--- src/rtl/jabber_pkg.sv ---
package jabber_pkg;
  // 44.8 ms at 50 MHz
  localparam int unsigned JAB_LIMIT_DEFAULT = 2_240_000;

  function automatic int unsigned cnt_width(input int unsigned limit);
    return $clog2(limit + 1);
  endfunction
endpackage

--- src/rtl/jg_timer.sv ---
module jg_timer #(
  parameter int unsigned LIMIT = jabber_pkg::JAB_LIMIT_DEFAULT,
  localparam int unsigned CW   = jabber_pkg::cnt_width(LIMIT)
) (
  input  logic clk,
  input  logic rst,
  input  logic tx_en,
  output logic hit_next
);
  localparam logic [CW-1:0] LIM = CW'(LIMIT);

  logic [CW-1:0] cnt_q;
  logic [CW-1:0] cnt_d;

  always_comb begin
    if (!tx_en)
      cnt_d = '0;
    else if (cnt_q == LIM)
      cnt_d = cnt_q;
    else
      cnt_d = cnt_q + 1'b1;
  end

  assign hit_next = tx_en && (cnt_d == LIM);

  always_ff @(posedge clk) begin
    if (rst) cnt_q <= '0;
    else     cnt_q <= cnt_d;
  end
endmodule

--- src/rtl/jg_gate.sv ---
module jg_gate (
  input  logic clk,
  input  logic rst,
  input  logic tx_en,
  input  logic hit_next,
  output logic line_en,
  output logic active
);
  always_ff @(posedge clk) begin
    if (rst) begin
      line_en <= 1'b0;
      active  <= 1'b0;
    end else begin
      line_en <= tx_en & ~hit_next;
      active  <= hit_next;
    end
  end
endmodule

--- src/rtl/jg_sticky.sv ---
module jg_sticky (
  input  logic clk,
  input  logic rst,
  input  logic set_in,
  input  logic active_now,
  input  logic rd_clear,
  output logic flag
);
  logic clr;
  assign clr = rd_clear & ~active_now;

  always_ff @(posedge clk) begin
    if (rst)         flag <= 1'b0;
    else if (set_in) flag <= 1'b1;
    else if (clr)    flag <= 1'b0;
  end
endmodule

--- src/rtl/jabber_guard.sv ---
module jabber_guard #(
  parameter int unsigned LIMIT = jabber_pkg::JAB_LIMIT_DEFAULT
) (
  input  logic clk,
  input  logic rst,
  input  logic tx_en_mac,
  input  logic rd_clear,
  output logic tx_en_line,
  output logic jabber_active,
  output logic jabber_seen
);
  logic hit_next;

  jg_timer #(.LIMIT(LIMIT)) u_timer (
    .clk      (clk),
    .rst      (rst),
    .tx_en    (tx_en_mac),
    .hit_next (hit_next)
  );

  jg_gate u_gate (
    .clk      (clk),
    .rst      (rst),
    .tx_en    (tx_en_mac),
    .hit_next (hit_next),
    .line_en  (tx_en_line),
    .active   (jabber_active)
  );

  jg_sticky u_sticky (
    .clk        (clk),
    .rst        (rst),
    .set_in     (hit_next),
    .active_now (jabber_active),
    .rd_clear   (rd_clear),
    .flag       (jabber_seen)
  );
endmodule

--- config.mk ---
export PLATFORM = sky130hd
export DESIGN_NAME = jabber_guard
export DESIGN_NICKNAME = d
export VERILOG_FILES = /design/src/rtl/jabber_pkg.sv /design/src/rtl/jg_timer.sv /design/src/rtl/jg_gate.sv /design/src/rtl/jg_sticky.sv /design/src/rtl/jabber_guard.sv
export SDC_FILE = /design/constraint.sdc
export NUM_CORES = 1
export LEC_CHECK = 0
export ABC_AREA = 1
export BUFFER_PORTS_ARGS = -buffer_cell sky130_fd_sc_hd__buf_2
export CORE_AREA = 2 2 54 56
export CTS_BUF_LIST = sky130_fd_sc_hd__clkbuf_4 sky130_fd_sc_hd__clkbuf_8
export DETAILED_ROUTE_END_ITERATION = 6
export DIE_AREA = 0 0 56 58
export PLACE_DENSITY = 0.83
export SYNTH_ARGS = -nofsm -noshare
export SYNTH_HDL_FRONTEND = slang
export SYNTH_SLANG_ARGS = --single-unit
--- constraint.sdc ---
create_clock -name clk -period 3.3 [get_ports clk]
set_input_delay 0.33 -clock clk [delete_from_list [all_inputs] [get_ports clk]]
set_output_delay 0.33 -clock clk [all_outputs]
set_load 0.02 [all_outputs]
**Word-level counts from Yosys, hierarchy flattened**

Index checks and enable logic that the tools add are counted.
Widths: inputs -> output; s select.

- Bits in latches: 0
- Input port bits: 4
- Memory bits (read-only): 0
- Output and inout port bits: 3
- Bits in writable memories: 0
- Flip-flop bits (word level): 25
- Word-level logic and storage cells: 17
- Memories: 0

- Divide/modulo/power cells: 0
- Add/subtract/negate cells: 1
- Multipliers: 0
- Shift-type cells: 0
- Equality and inequality tests: 2
- Muxes and demuxes: 4
- Reduce and logical (&&, ||, !) cells: 2
- Magnitude comparators: 0
- Bitwise logic cells: 4

Operator list:

| kind | count |
|---|---|
| $eq 22x22->1 const B | 2 |
| $mux 22 | 2 |
| $add 22x1->22 const B | 1 |
| $and 1x1->1 | 2 |
| $mux 1 | 2 |
| $not 1->1 | 2 |
| $reduce_bool 2->1 | 1 |
| $logic_and 1x1->1 | 1 |

**Depth between registers and ports, before layout**

- Depth in word-level cells: 7
- Gate-level depth with buffers: 14
- Mapped depth without buffers: 14

**By module**

From an unflattened synthesis, not the netlist that was laid out.

- Cells, all modules: 249
- Area, all modules: 1549.0 um^2

By module, submodules not included:

| module | cells an instance | area each (um^2) | seq. area each (um^2) | times used |
|---|---|---|---|---|
| jg_timer | 237 | 1445.1 | 440.4 | 1 |
| jg_gate | 6 | 60.1 | 40.0 | 1 |
| jg_sticky | 6 | 43.8 | 20.0 | 1 |

**Worst setup path before layout**

OpenSTA, ideal clock, no wires.

- Path type: reg2reg
- Start: reg u_timer.cnt_q[0]
- End: reg u_gate.line_en
- Slack: 1.646 ns
- Arrival: 1.545 ns
- Setup time: 0.109 ns
- Stages on the path, launching flop included: 13
- Cells stage by stage: dfxtp_1 ha_1 nand3_2 inv_2 nand3_1 nand2_1 nand3_1 nor2b_1 nand3_1 nor2_2 nand3_1 nand2_1 inv_1

- Word-level cells in the longest chain between the ends: 7
- Elaborated cells on any way between the ends: 8
- Classes of those cells: add/sub (1); eq/ne (2); mux (2); bitwise (2); reduce/logical (1)

Ends and longest elaborated chain:

| what | line | RTL |
|---|---|---|
| from (decl) | jg_timer.sv:12 | `logic [CW-1:0] cnt_q;` |
| from (signal assigned) | jg_timer.sv:28 | `else cnt_q <= cnt_d;` |
| $add 22x1->22 or $eq 22x22->1 (tied branches) | jg_timer.sv:21, jg_timer.sv:18 |  |
| $mux 22 * | jg_timer.sv:18 | `else if (cnt_q == LIM)` |
| $mux 22 * | jg_timer.sv:16 | `if (!tx_en)` |
| $eq 22x22->1 * | jg_timer.sv:24 | `assign hit_next = tx_en && (cnt_d == LIM);` |
| $logic_and 1x1->1 * | jg_timer.sv:24 |  |
| $not 1->1 * | jg_gate.sv:14 | `line_en <= tx_en & ~hit_next;` |
| $and 1x1->1 * | jg_gate.sv:14 |  |
| to (signal assigned) | jg_gate.sv:14 |  |
| to (decl) | jg_gate.sv:6 | `output logic line_en,` |

Every way passes the cells marked *; elsewhere a longest branch is shown, timed or not.
A chain may end at the register's enable or synchronous reset.

**Worst setup path after layout**

- Start: reg u_timer.cnt_q[0]
- End: reg u_gate.active

- Word-level cells in the longest chain between the ends: 5
- Elaborated cells on any way between the ends: 6
- Classes of those cells: add/sub (1); eq/ne (2); mux (2); reduce/logical (1)

Ends and longest elaborated chain:

| what | line | RTL |
|---|---|---|
| $add 22x1->22 or $eq 22x22->1 (tied branches) | jg_timer.sv:21, jg_timer.sv:18 |  |
| $mux 22 * | jg_timer.sv:18 |  |
| $mux 22 * | jg_timer.sv:16 |  |
| $eq 22x22->1 * | jg_timer.sv:24 |  |
| $logic_and 1x1->1 * | jg_timer.sv:24 |  |
| to (signal assigned) | jg_gate.sv:15 | `active <= hit_next;` |
| to (decl) | jg_gate.sv:7 | `output logic active` |

Marked as above.

==> results.yml <==
outcome:
  status: "completed"
grt:
  grt-ovfl-total: 0
  grt_max_degree: 25
  grt_pass1_vias: 1612
  grt_pass1_wl_um: 7180
  grt_use_total_pct: 28.3
  antenna_found_initial: 0
synthesis:
  synth_edf_count: 0
  synth_top_area_cell: "dfxtp_1"
  synth_cell_types: 25
  synthesis.area_mm2: 0.00171
  synth_nets: 295
  ys_ff_latch: 25
  ys_top_cells_by_count: "nand2_1 (73), nor2_1 (66), nand3_1 (38)"
  syn_area_per_cell_um2: 5.93
  ys.flop_type: "dfxtp_1"
  post-synth-top-count-cell: "nand2_1"
  ys_warn_count: 0
  synth_top_area_share_pct: 29.2
  synth.area.top_cells: "dfxtp_1 (29%), nand2_1 (16%), nor2_1 (14%), nand3_1 (11%), inv_1 (7.9%)"
  ys_seq_area_share_pct: 29.2
  async_flop_share_pct: 0
  syn_inst: 289
cells_and_area:
  area_growth_pct: 4.46
  layout-drive-gt1-share_pct: 9.15
  nNetsFinal: 302
  design_area_mm2: 0.00179
  fillers: 235
  diodes: 0
run:
  maxCapViolCount: 0
die:
  coreArea_mm2: 0.00266
  dieWidth_um: 56
  initial_utilization_pct: 64.3
  ios: 7
  rows: 19
  die_h_um: 58
  die_area_mm2: 0.00325
timing:
  hold_viol: 0
  setup-tns-final_ns: 0
  slew_violations: 0
  setup_viol: 0
  skew_ns: 0.00349
  maxSlewHeadroom_pct: 67.4
  max_freq_ghz: 0.524
  tightest_slew_ns: 0.488
  layout_worst_path_cycle_share_pct: 57.9
  rsz0062_at_grt: "false"
  period_needed_ns: 1.91
placement:
  dp_hpwl_um: 3310
  place.gp.congestion: 0.937
  placed_area_mm2: 0.00176
  io_buffer_count: 6
detailed_routing:
  first_pass_iters: 4
  vias_per_cell: 5.52
  num_vias: 1800
  post_drt_wl_per_cell_um: 13.3
  drc: 0
  routed_wl_um: 4340
  drtIter0Drc: 133
  ant_nets: 0
setup_path:
  cp.arrival_ns: 2.18
  path_max_fanout: 9
  worstSetupPathType: "reg2reg"
  end_kind: "register"
  startpoint_type: "register"
  cp.required_ns: 3.57
power_and_ir_drop:
  p_sw_mw: 0.117
  seqPwrFrac_pct: 63.1
  power_frac_comb_pct: 5.8
  netSwitchingFraction_pct: 24.2
  power.leakage_nw: 0.785
  vdd.ir_drop.worst_v: 0.000242
  intPower_mw: 0.367
  power.density_mw_per_mm2: 270
  pwr-share-clk_pct: 31.1
cts:
  post_cts.repair.setup_buffers: 0
  clockBufferDepth: 2
  cts_resized: 0
  clock_sinks: 25
  cts_made_buffers: 3
  cts_root_buffer: "clkbuf_4"
  h-tree-depth: 1
  insertion_delay_ns: 0.32
  clk_pin_slew_worst_paths_ns: 0.14
  cts_hold_buf: 0
  cts_tree: "built"
worst_hold_path:
  hold_class: "in2reg"
[power groups by stage]
stage	sequential [mW]	combinational (mW)	clock, mW
global placement	0.312	0.0274	0
finish	0.305	0.0280	0.150
CTS	0.305	0.0277	0.151
floorplan	0.313	0.0200	0
global route	0.306	0.0314	0.165
detailed placement	0.312	0.0277	0
[cells by family (layout without fill, tap and decap cells)]
group | Yosys count | after routing | share of synthesized area (%)
xor+xnor | 1 | 1 | 0.511
compound gates | 10 | 10 | 3.65
fa+ha+maj | 2 | 2 | 1.46
buf+inv | 42 | 48 | 9.64
flops | 25 | 25 | 29.2
simple gates | 209 | 209 | 55.5
[state kept, by name (all words and copies together), names as in the netlist]
| name | cells |
|---|---|
| u_timer.cnt_q | 22 |
| u_sticky.flag | 1 |
| u_gate.line_en | 1 |
| u_gate.active | 1 |
[routing by layer]
metal | vias up | GRT usage [%] | part of all wire, %
li1 | 924 | - | -
met3 | 17 | 4.91 | 6.2
met4 | 0 | 15.3 | 3.1
met5 | - | 0 | 0
met2 | 82 | 44.4 | 45
met1 | 777 | 37.3 | 46
[metrics by stage]
stage | power, mW | std cells | worst slack, ns | hold WS [ns] | util, %
global placement | 0.339 | 322 | 1.46 | 0.462 | 66.1
global route | 0.502 | 326 | 1.17 | 0.277 | 67.2
CTS | 0.485 | 326 | 1.41 | 0.263 | 67.2
floorplan | 0.333 | 289 | 1.65 | 0.491 | -
detailed placement | 0.340 | 322 | 1.43 | 0.470 | 66.1
finish | 0.484 | 326 | 1.39 | 0.270 | 67.2
[final cells by class]
cell class,instances,area (um^2),area share (%)
clock buffers,4,30.0,1.68
inverters,38,143,7.97
multi-input cells,222,1050,58.5
flip-flops and latches,25,500,28.0
well taps,31,38.8,2.17
repair buffers,6,30.0,1.68
[cells in the final DEF (no fill, tap or decap), drive strengths merged]
cell	instances
nand2	74
nor2	74
nand3	42
inv	38
dfxtp	25
nand4	9
buf	6
o21bai	5
nor3	5
clkbuf	4
a21oi	3
o21ai	2
nand3b	2
ha	2
and3	1
xor2	1
or2	1
nor2b	1
[critical path, cell delays in order (launching register included)]
cell and delay [ns]:
dfxtp_1 0.44, ha_1 0.23, nand3_2 0.12, inv_2 0.17
nand3_1 0.14, nor2_1 0.11, nand2_1 0.07, nand3_2 0.10
inv_1 0.05, nor3_1 0.25, nand3_1 0.11, nor2_1 0.08
[path summary, 6_finish.rpt]
| kind | to | cells after the start | slack [ns] | from |
|---|---|---|---|---|
| min reg2reg | u_sticky.flag | 2 | 0.49 | u_sticky.flag |
| max reg2reg | u_gate.active | 11 | 1.39 | u_timer.cnt_q[0] |
| max | u_gate.active | 11 | 1.39 | u_timer.cnt_q[0] |
| min | u_sticky.flag | 4 | 0.27 | rd_clear |
No activity file was read; power rests on OpenSTA's default activity.
